`src/rtl/rxs_pkg.sv`:
```
package rxs_pkg;

  localparam int NCH = 3;

  typedef enum logic [2:0] {
    RT_DROP  = 3'd0,
    RT_CH0   = 3'd1,
    RT_CH1   = 3'd2,
    RT_CH2   = 3'd3,
    RT_SPLIT = 3'd4
  } route_e;

  // Management class: bits 5:4 clear and a nonzero low nibble (bit 7 picks MAC/SMT)
  function automatic logic is_mgmt(input logic [7:0] fc);
    return (fc[5:4] == 2'b00) && (fc[3:0] != 4'h0);
  endfunction

  function automatic route_e pick_route(input logic [7:0] fc, input logic int_m,
                                        input logic ext_m, input logic sort_en,
                                        input logic split_en, input logic hdr_zero);
    if (!(int_m || ext_m))        return RT_DROP;
    else if (sort_en && ext_m)    return RT_CH2;
    else if (is_mgmt(fc))         return RT_CH0;
    else if (split_en && !hdr_zero) return RT_SPLIT;
    else                          return RT_CH1;
  endfunction

  function automatic logic [1:0] lane_of(input route_e r, input logic in_hdr);
    case (r)
      RT_CH0:   return 2'd0;
      RT_CH1:   return 2'd1;
      RT_CH2:   return 2'd2;
      RT_SPLIT: return in_hdr ? 2'd1 : 2'd2;
      default:  return 2'd3;
    endcase
  endfunction

endpackage

```
`src/rtl/rxs_classify.sv`:
```
module rxs_classify
  import rxs_pkg::*;
#(
  parameter int LW = 8
) (
  input  logic [7:0]    fc,
  input  logic          int_match,
  input  logic          ext_match,
  input  logic          sort_en,
  input  logic          split_en,
  input  logic [LW-1:0] hdr_len,
  output route_e        route,
  output logic          mgmt
);

  logic hdr_zero;

  assign hdr_zero = (hdr_len == '0);
  assign mgmt     = is_mgmt(fc);
  assign route    = pick_route(fc, int_match, ext_match, sort_en, split_en, hdr_zero);

endmodule

```
`src/rtl/rxs_track.sv`:
```
module rxs_track
  import rxs_pkg::*;
#(
  parameter int LW = 8
) (
  input  logic          clk,
  input  logic          rst_n,
  input  logic          in_valid,
  input  logic          in_sof,
  input  logic          in_eof,
  input  route_e        new_route,
  input  logic [LW-1:0] cfg_hdr_len,
  output logic          byte_go,
  output logic [1:0]    byte_lane,
  output logic          byte_last,
  output logic          frame_active
);

  logic          active_q;
  route_e        route_q;
  logic [LW-1:0] hdr_q;
  logic [LW-1:0] cnt_q;

  logic          start;
  logic          live;
  route_e        eff_route;
  logic [LW-1:0] eff_hdr;
  logic [LW-1:0] eff_cnt;
  logic          in_hdr;
  logic          hdr_last;

  assign start     = in_valid && in_sof;
  assign live      = in_valid && (start || active_q);
  assign eff_route = start ? new_route : route_q;
  assign eff_hdr   = start ? cfg_hdr_len : hdr_q;
  assign eff_cnt   = start ? '0 : cnt_q;
  assign in_hdr    = (eff_cnt < eff_hdr);
  assign hdr_last  = (eff_route == RT_SPLIT) &&
                     (({1'b0, eff_cnt} + 1'b1) == {1'b0, eff_hdr});

  assign byte_go      = live && (eff_route != RT_DROP);
  assign byte_lane    = lane_of(eff_route, in_hdr);
  assign byte_last    = in_eof || hdr_last;
  assign frame_active = active_q;

  always_ff @(posedge clk) begin
    if (!rst_n) begin
      active_q <= 1'b0;
      route_q  <= RT_DROP;
      hdr_q    <= '0;
      cnt_q    <= '0;
    end else if (live) begin
      active_q <= !in_eof;
      route_q  <= eff_route;
      hdr_q    <= eff_hdr;
      cnt_q    <= in_hdr ? eff_cnt + 1'b1 : eff_cnt;
    end
  end

endmodule

```
`src/rtl/rxs_lane.sv`:
```
module rxs_lane #(
  parameter int DW  = 8,
  parameter int IDX = 0
) (
  input  logic          clk,
  input  logic          rst_n,
  input  logic          byte_go,
  input  logic [1:0]    byte_lane,
  input  logic          byte_last,
  input  logic [DW-1:0] byte_data,
  output logic          lane_valid,
  output logic          lane_eof,
  output logic [DW-1:0] lane_data
);

  logic hit;

  assign hit = byte_go && (byte_lane == 2'(IDX));

  always_ff @(posedge clk) begin
    if (!rst_n) begin
      lane_valid <= 1'b0;
      lane_eof   <= 1'b0;
      lane_data  <= '0;
    end else begin
      lane_valid <= hit;
      lane_eof   <= hit && byte_last;
      if (hit) lane_data <= byte_data;
    end
  end

endmodule

```
`src/rtl/rxs_sorter.sv`:
```
module rxs_sorter
  import rxs_pkg::*;
#(
  parameter int DW = 8,
  parameter int LW = 8
) (
  input  logic                    clk,
  input  logic                    rst_n,
  input  logic                    cfg_sort_en,
  input  logic                    cfg_split_en,
  input  logic [LW-1:0]           cfg_hdr_len,
  input  logic                    in_valid,
  input  logic                    in_sof,
  input  logic                    in_eof,
  input  logic [DW-1:0]           in_data,
  input  logic [7:0]              in_fc,
  input  logic                    in_int_match,
  input  logic                    in_ext_match,
  output logic [NCH-1:0]          ch_valid,
  output logic [NCH-1:0]          ch_eof,
  output logic [NCH-1:0][DW-1:0]  ch_data
);

  route_e     new_route;
  logic       fc_mgmt;
  logic       byte_go;
  logic [1:0] byte_lane;
  logic       byte_last;
  logic       frame_active;

  rxs_classify #(.LW(LW)) u_cls (
    .fc        (in_fc),
    .int_match (in_int_match),
    .ext_match (in_ext_match),
    .sort_en   (cfg_sort_en),
    .split_en  (cfg_split_en),
    .hdr_len   (cfg_hdr_len),
    .route     (new_route),
    .mgmt      (fc_mgmt)
  );

  rxs_track #(.LW(LW)) u_trk (
    .clk          (clk),
    .rst_n        (rst_n),
    .in_valid     (in_valid),
    .in_sof       (in_sof),
    .in_eof       (in_eof),
    .new_route    (new_route),
    .cfg_hdr_len  (cfg_hdr_len),
    .byte_go      (byte_go),
    .byte_lane    (byte_lane),
    .byte_last    (byte_last),
    .frame_active (frame_active)
  );

  for (genvar g = 0; g < NCH; g++) begin : g_lane
    rxs_lane #(.DW(DW), .IDX(g)) u_lane (
      .clk        (clk),
      .rst_n      (rst_n),
      .byte_go    (byte_go),
      .byte_lane  (byte_lane),
      .byte_last  (byte_last),
      .byte_data  (in_data),
      .lane_valid (ch_valid[g]),
      .lane_eof   (ch_eof[g]),
      .lane_data  (ch_data[g])
    );
  end

endmodule

```
`config.mk`:
```
export PLATFORM = sky130hd
export DESIGN_NAME = rxs_sorter
export DESIGN_NICKNAME = d
export VERILOG_FILES = /design/src/rtl/rxs_pkg.sv /design/src/rtl/rxs_classify.sv /design/src/rtl/rxs_track.sv /design/src/rtl/rxs_lane.sv /design/src/rtl/rxs_sorter.sv
export SDC_FILE = /design/constraint.sdc
export NUM_CORES = 1
export LEC_CHECK = 0
export CAP_MARGIN = 20
export CORE_ASPECT_RATIO = 1.4
export CORE_MARGIN = 4
export CORE_UTILIZATION = 32
export DETAILED_ROUTE_END_ITERATION = 6
export PLACE_DENSITY = 0.59
export SLEW_MARGIN = 5
export SYNTH_ARGS = -nofsm -noshare
export SYNTH_HDL_FRONTEND = slang
export SYNTH_SLANG_ARGS = --single-unit
```
`constraint.sdc`:
```
create_clock -name clk -period 5.4 [get_ports clk]
set_input_delay 1.08 -clock clk [delete_from_list [all_inputs] [get_ports clk]]
set_output_delay 1.08 -clock clk [all_outputs]
set_load 0.1 [all_outputs]
```
# After elaboration in Yosys (flattened, before gate mapping)

Index checks and enable logic that the tools add are counted.

Bits in registers: 50
Bits in latches: 0
Memory bits (writable): 0
ROM bits: 0
Input port bits: 33
Output and inout bits: 30
Word-level logic and storage cells: 56
Memories kept: 0

$add $sub $neg: 2
$mul: 0
Divide/modulo/power cells: 0
Order comparisons: 1
Equal/unequal tests: 7
Shift-type cells: 0
Mux-type cells: 10
Bitwise operators: 0
Reduce and logical (&&, ||, !) cells: 23

Operator list:

| kind                                                             | count |
|---|---|
| 8-bit 2-to-1 mux                                                 | 3 |
| 3-bit 2-to-1 mux                                                 | 5 |
| 1-bit logical AND                                                | 13 |
| 8-bit by 1-bit adder with 9-bit output (second input constant)   | 1 |
| 9-bit by 8-bit == test with 1-bit output                         | 1 |
| 8-bit by 1-bit adder with 8-bit output (second input constant)   | 1 |
| 8-bit zero test                                                  | 1 |
| 8-bit < comparator                                               | 1 |
| 2-bit one-hot mux with 4 select lines                            | 1 |
| 3-bit by 2-bit == test with 1-bit output (second input constant) | 2 |
| 2-bit zero test                                                  | 2 |
| 4-bit nonzero test                                               | 1 |
| 3-bit by 1-bit == test with 1-bit output (second input constant) | 1 |
| 3-bit == test (second input constant)                            | 1 |
| 1-bit logical OR                                                 | 3 |
| 3-bit nonzero test                                               | 1 |
| 2-bit by 1-bit == test with 1-bit output (second input constant) | 1 |
| 2-bit == test (second input constant)                            | 1 |
| 1-bit zero test                                                  | 2 |
| 2-bit 2-to-1 mux                                                 | 1 |

# Depth between registers and ports, before layout

Gate-level depths: netlist of the first run.

Word-level depth: 13
Mapped depth: 12
Gate-level depth less buffers: 10

# Cells and area by module

Synthesis of the first run repeated with hierarchy kept, for this count alone.

Cells, all modules: 313
Area total of the unflattened synthesis: 2676.3 um2

Modules (own cells, without submodules):

| module                           | instances | cells each | area each (um2) | seq. area each (um2) |
|---|---|---|---|---|
| rxs_track                        | 1         | 181        | 1427.6          | 400.4 |
| rxs_lane at g_lane[1].u_lane ... | 2         | 40         | 389.1           | 200.2 |
| rxs_lane at g_lane[0].u_lane     | 1         | 40         | 392.9           | 200.2 |
| rxs_classify                     | 1         | 12         | 77.6            | 0.0 |

# Worst setup path before layout of the first run

Ideal clock, no wire load.

Path kind: input to register
Start: input in_valid
End: register u_trk.cnt_q[7]
Setup time: 0.132 ns
Arrival time: 3.290 ns
Data required time: 5.268 ns
Path slack: 1.977 ns
Stages on the path: 11
Path buffers: 2
Path through: and2_1 buf_1 mux2i_1 ha_1 a21oi_1 nand2_1 o21ai_1 clkbuf_1 a21oi_1 o21ai_0 a21oi_1

Longest elaborated chain between the ends: 4
Elaborated cells between the ends (all ways): 8
Classes of those cells: 1 x add/sub; 1 x order compare; 3 x mux; 3 x reduce/logical

RTL lines:

| what                                                                                | RTL line                         | text |
|---|---|---|
| start: declaration                                                                  | rxs_sorter.sv:12                 | `input logic in_valid,` |
| 1-bit logical AND                                                                   | rxs_track.sv:32                  | `assign start = in_valid && in_sof;` |
| 8-bit 2-to-1 mux (on tied branches)                                                 | rxs_track.sv:36, rxs_track.sv:35 |  |
| 8-bit by 1-bit adder with 8-bit output / 8-bit < comparator (equally long branches) | rxs_track.sv:56, rxs_track.sv:37 |  |
| 8-bit 2-to-1 mux                                                                    | rxs_track.sv:56                  | `cnt_q <= in_hdr ? eff_cnt + 1'b1 : eff_cnt;` |
| end signal: assignment                                                              | rxs_track.sv:56                  |  |
| end: declaration                                                                    | rxs_track.sv:22                  | `logic [LW-1:0] cnt_q;` |

Several ways; a longest one is shown, not always the timed one.
A chain may end at the register's enable or synchronous reset.

# Worst setup path in the final report of the first run

Start: input in_valid
End: register g_lane[1].u_lane.lane_data[7]

Longest elaborated chain between the ends: 7
Elaborated cells between the ends (all ways): 17
Classes of those cells: 1 x order compare; 5 x eq/ne; 5 x mux; 6 x reduce/logical

RTL lines:

| what                                     | RTL line                         | text |
|---|---|---|
| 1-bit logical AND                        | rxs_track.sv:32                  |  |
| 8-bit 2-to-1 mux (on tied branches)      | rxs_track.sv:36, rxs_track.sv:35 |  |
| 8-bit < comparator                       | rxs_track.sv:37                  | `assign in_hdr = (eff_cnt < eff_hdr);` |
| 2-bit 2-to-1 mux                         | rxs_pkg.sv:33                    | `RT_SPLIT: return in_hdr ? 2'd1 : 2'd2;` |
| 2-bit one-hot mux with 4 select lines    | rxs_pkg.sv:29                    | `case (r)` |
| 2-bit by 1-bit == test with 1-bit output | rxs_lane.sv:18                   | `assign hit = byte_go && (byte_lane == 2'(IDX));` |
| 1-bit logical AND *                      | rxs_lane.sv:18                   |  |
| end signal: assignment                   | rxs_lane.sv:28                   | `if (hit) lane_data <= byte_data;` |
| end: declaration                         | rxs_lane.sv:13                   | `output logic [DW-1:0] lane_data` |

Every way passes the cells marked *; elsewhere a longest branch is shown, timed or not.

==> metrics.csv, run 1 <==
metric,value,unit
finalCritPeriodShare,78.3,%
die_h,114,um
wl_per_cell,14.5,um
avgSynthCellArea,8.84,um2
p_leak,1.36,nW
place_area,3210,um2
syn_nets,333,
layout-drive-gt1-share,5.25,%
antenna_found_initial,0,
final-max-slew-violation-count,0,
clock_path_buffers,2,
drtIter0Drc,81,
cts_buffers,5,
die_width,83.8,um
cts_setup_buffers,0,
synthCells,291,
post_cts_resized,0,
fmax,237,MHz
start_kind,input pin,
io_buffers,60,
coreArea,7800,um2
drt-vias-per-instance,4.97,
hold_ws,0.464,ns
synthesis.area,2570,um2
clkSinkCount,50,
dp_hpwl,4770,um
fin_ws,1.17,ns
multi_input_area,1440,um2
synthFlopType,dfxtp_1,
hold_viol_final,0,
synth_cell_types,41,
end_kind,flip-flop,
clk_latency,0.30,ns
clkSlewWorstSetupHoldPaths,0.09,ns
async_flop_share,0,%
cts_tree,built,
worstPathRequired,5.63,ns
mostFrequentLayoutCells,"clkdlybuf4s50_1, dfxtp_1, nand2_1",
finalSetupViolations,0,
vias,2201,
layout.area.seq,1000,um2
fin_worst_skew,0.00580,ns
fin_area,3320,um2
drt-total-wl,6410,um
yosys_warnings,0,
power.total,799,uW
path_max_fanout,15,
io_pins,63,
grt_pass1_vias,2260,
ant_nets,0,
worstMarginPinSlew,1.02,ns
drc_errors,0,
start_util,33.0,%
routabilityCongestion,0.786,
maxCapViolCount,0,
worstHoldPathType,reg -> reg,
syn2layout_area_growth,29.3,%
synth_seq_cells,50,
period_minus_slack,4.23,ns
synth_edf_count,0,
placed_cells,434,
firstDrtPassIters,4,
grt_pass1_wl,10900,um
grt_overflow,0,
crit_type,in -> reg,
fin_nets,384,
htreeDepth,2,
fin_util,42.6,%
grt.total_usage,13.9,%
cts_root_buf,clkbuf_8,
layout_commonest_cell,clkdlybuf4s50_1,
vdd_drop_max,0.149,mV
finalSetupTns,0,ns
seq_area_frac_synth,38.9,%
power_density,240,nW/um2
antennaDiodeCount,0,
outcome,"finished, final reports clean",
grt_start_max_net_pins,30,
max_slew_margin,32.0,%
critPathArrivalTime,4.46,ns
fillCellCount,817,
rsz0062_at_grt,no,
rows,38,
holdBufCountCts,0,
place_ws,0.769,ns
die-area,9550,um2
stdcell_count,443,
-- critical path, cell delays in order --
cell and delay [ns]:
clkdlybuf4s50_1 0.58, and2_1 0.55, mux2i_1 0.30, ha_1 0.27
a21oi_1 0.18, nand2_1 0.07, o21ai_1 0.20, buf_4 0.25
nor3b_1 0.20, o21a_1 0.51, mux2i_1 0.25
-- cells by family after synthesis --
| logic type | share of synthesized area [%] |
|---|---|
| simple gates | 21.2 |
| flops | 38.9 |
| compound gates | 12.9 |
| mux | 12.8 |
| buf+inv | 4.96 |
| xor+xnor | 4.77 |
| fa+ha+maj | 4.38 |
-- area by class of cell --
class	instances	area share [%]
clock buffers	6	2.18
clock inverters	2	1.13
inverters	2	0.226
multi-input cells	218	43.4
flip-flops and latches	50	30.1
well taps	100	3.76
repair buffers	65	19.2
-- final timing paths --
| kind | startpoint | to | slack (ns) | cells after the start |
|---|---|---|---|---|
| setup / recovery | in_valid | g_lane[1].u_lane.lane_data[7] | 1.17 | 11 |
| hold / removal | g_lane[2].u_lane.lane_data[0] | g_lane[2].u_lane.lane_data[0] | 0.46 | 2 |
| setup reg to reg | u_trk.cnt_q[2] | g_lane[1].u_lane.lane_data[7] | 2.74 | 9 |
| hold reg to reg | g_lane[2].u_lane.lane_data[0] | g_lane[2].u_lane.lane_data[0] | 0.46 | 2 |
-- flip-flops by register name, summed over array words and instances (netlist names) --
| register | cells |
|---|---|
| g_lane.u_lane.lane_data | 24 |
| u_trk.cnt_q | 8 |
| u_trk.hdr_q | 8 |
| g_lane.u_lane.lane_eof | 3 |
| g_lane.u_lane.lane_valid | 3 |
| u_trk.route_q | 3 |
| u_trk.frame_active | 1 |
-- routing by layer --
layer | GRT usage (%) | vias to the layer above | wire length (um)
met2 | 25.0 | 57 | 3140
met4 | 3.86 | 0 | 74
li1 | - | 1108 | -
met5 | 0 | - | 0
met3 | 5.18 | 7 | 497
met1 | 15.4 | 1029 | 2700
-- synth_stat cells, types with 2 or more instances --
library cell	n	area, um2
a211oi_1	2	15.0
a21oi_1	17	85.1
a31oi_1	2	12.5
a32oi_1	2	17.5
and2_1	12	75.1
and3_1	5	31.3
and4_1	2	17.5
buf_4	7	52.6
buf_6	2	22.5
clkbuf_1	11	41.3
dfxtp_1	50	1000
ha_1	9	113
inv_1	2	7.51
mux2i_1	33	330
nand2_1	38	143
nand2b_1	2	12.5
nand3_1	6	30.0
nand4_1	2	12.5
nor2_1	29	109
nor3_1	9	45.0
nor4_1	3	18.8
o211ai_1	2	15.0
o21a_1	2	15.0
o21ai_0	11	55.1
o21ai_1	3	15.0
xnor2_1	7	61.3
xor2_1	7	61.3
-- power by group --
part           switching [mW]  leakage [nW]  internal [mW]
clock                   0.130        0.0514          0.138
combinational          0.0900         0.906         0.0578
sequential            0.00556         0.405          0.378
total                   0.225          1.36          0.574
Power figures use the tool's default switching activity.
==> run 2: changes to the inputs <==
==> constraint.sdc (replaced) <==
create_clock -name clk -period 4 [get_ports clk]
set_input_delay 0.8 -clock clk [delete_from_list [all_inputs] [get_ports clk]]
set_output_delay 0.8 -clock clk [all_outputs]
set_load 0.1 [all_outputs]
==> metrics.csv, run 2 (synthesized netlist as in run 1, its figures left out) <==
metric,value,unit,change
outcome,"finished, final reports clean",,
finalSetupTns,0,ns,unchanged
routabilityCongestion,0.768,,-2.3%
final-max-slew-violation-count,0,,unchanged
finalSetupViolations,0,,unchanged
fin_nets,390,,+1.6%
clock_path_buffers,2,,unchanged
finalCritPeriodShare,88.6,%,
die_width,83.8,um,unchanged
mostFrequentLayoutCells,"clkdlybuf4s50_1, dfxtp_1, nand2_1",,
fin_area,3350,um2,+0.64%
dp_hpwl,4880,um,+2.1%
fin_ws,0.455,ns,-0.719 ns
clkSinkCount,50,,unchanged
drt-vias-per-instance,4.92,,-0.98%
grt_pass1_vias,2338,,+3.5%
drc_errors,0,,unchanged
firstDrtPassIters,4,,unchanged
max_slew_margin,32.6,%,+0.60 points
largest_register_ffs,24,,unchanged
drt-total-wl,6470,um,+0.95%
ant_nets,0,,unchanged
grt_start_max_net_pins,30,,unchanged
top_register,g_lane.u_lane.lane_data,,
wl_per_cell,14.4,um,-0.17%
fin_util,42.9,%,+0.27 points
stdcell_count,448,,+1.1%
maxCapViolCount,0,,unchanged
io_pins,63,,unchanged
fin_worst_skew,0.00867,ns,+0.00287 ns
cts_setup_buffers,0,,unchanged
reg.largest.list,"g_lane.u_lane.lane_data x24, u_trk.cnt_q x8, u_trk.hdr_q x8",,
cts_tree,built,,
die-area,9550,um2,unchanged
grt.total_usage,14.3,%,+0.34 points
coreArea,7800,um2,unchanged
antenna_found_initial,0,,unchanged
vias,2204,,+0.14%
holdBufCountCts,0,,unchanged
die_h,114,um,unchanged
grt_overflow,0,,unchanged
worstMarginPinSlew,1.01,ns,-0.00894 ns
layout_commonest_cell,clkdlybuf4s50_1,,
io_buffers,60,,unchanged
end_kind,flip-flop,,
fmax,282,MHz,
worstHoldPathType,reg -> reg,,
htreeDepth,2,,unchanged
p_leak,1.38,nW,+1.6%
hold_ws,0.465,ns,+0.000415 ns
layout-drive-gt1-share,6.90,%,+1.6 points
start_kind,input pin,,
power_density,305,nW/um2,+27%
antennaDiodeCount,0,,unchanged
post_cts_resized,0,,unchanged
path_max_fanout,10,,-5
period_minus_slack,3.54,ns,
rows,38,,unchanged
clk_latency,0.30,ns,about the same
drtIter0Drc,91,,+12%
placed_cells,441,,+1.6%
hold_viol_final,0,,unchanged
vdd_drop_max,0.219,mV,+47%
clkSlewWorstSetupHoldPaths,0.10,ns,about the same
syn2layout_area_growth,30.1,%,
power.total,1.02,mW,+28%
place_area,3260,um2,+1.6%
rsz0062_at_grt,no,,
critPathArrivalTime,3.78,ns,-0.68 ns
cts_buffers,5,,unchanged
crit_type,in -> reg,,
start_util,33.0,%,unchanged
grt_pass1_wl,11200,um,+2.6%
cts_root_buf,clkbuf_8,,
worstPathRequired,4.24,ns,-1.39 ns
place_ws,0.104,ns,-0.665 ns
-- run 2: changes by cell type in the layout (fill, tap and decap cells not counted), sizes merged --
cell | before | now
clkbuf | 6 | 5
buf | 5 | 11
clkinvlp | 1 | 0
bufinv | 1 | 0
inv | 2 | 4
-- run 2: power by group --
part / internal, mW / total (mW) / switching [mW]
clock: 0.125 / 0.300 / 0.175
sequential: 0.510 / 0.518 / 0.00722
combinational: 0.0817 / 0.204 / 0.123
-- run 2: area by class of cell --
class	instances	area [um2]
well taps	100	125
fillers	818	4450
flip-flops and latches	50	1000
repair buffers	71	683
multi-input cells	218	1440
inverters	2	7.51
clock inverters	2	17.5
clock buffers	5	68.8
-- run 2: worst paths after layout --
check	start	cells past startpoint	slack, ns	end
worst max register to register	u_trk.cnt_q[2]	9	1.56	g_lane[1].u_lane.lane_data[5]
worst min-delay path	g_lane[2].u_lane.lane_data[5]	2	0.46	g_lane[2].u_lane.lane_data[5]
worst max-delay path	in_valid	12	0.46	g_lane[1].u_lane.lane_data[5]
worst min register to register	g_lane[2].u_lane.lane_data[5]	2	0.46	g_lane[2].u_lane.lane_data[5]
-- run 2: worst max-delay path, stage by stage --
cell,delay [ns]
clkdlybuf4s50_1,0.58
and2_1,0.15
buf_4,0.19
mux2i_1,0.27
ha_1,0.28
a21oi_1,0.20
nand2_1,0.07
o21ai_1,0.43
nor3b_1,0.25
o21a_1,0.13
buf_4,0.21
mux2i_1,0.20
-- run 2: per-layer routing --
layer | track usage (%) | vias up | share of wire (%)
li1 | - | 1120 | -
met5 | 0 | - | 0
met4 | 3.65 | 0 | 1.1
met3 | 5.18 | 5 | 7.2
met2 | 25.2 | 58 | 49
met1 | 16.3 | 1021 | 42
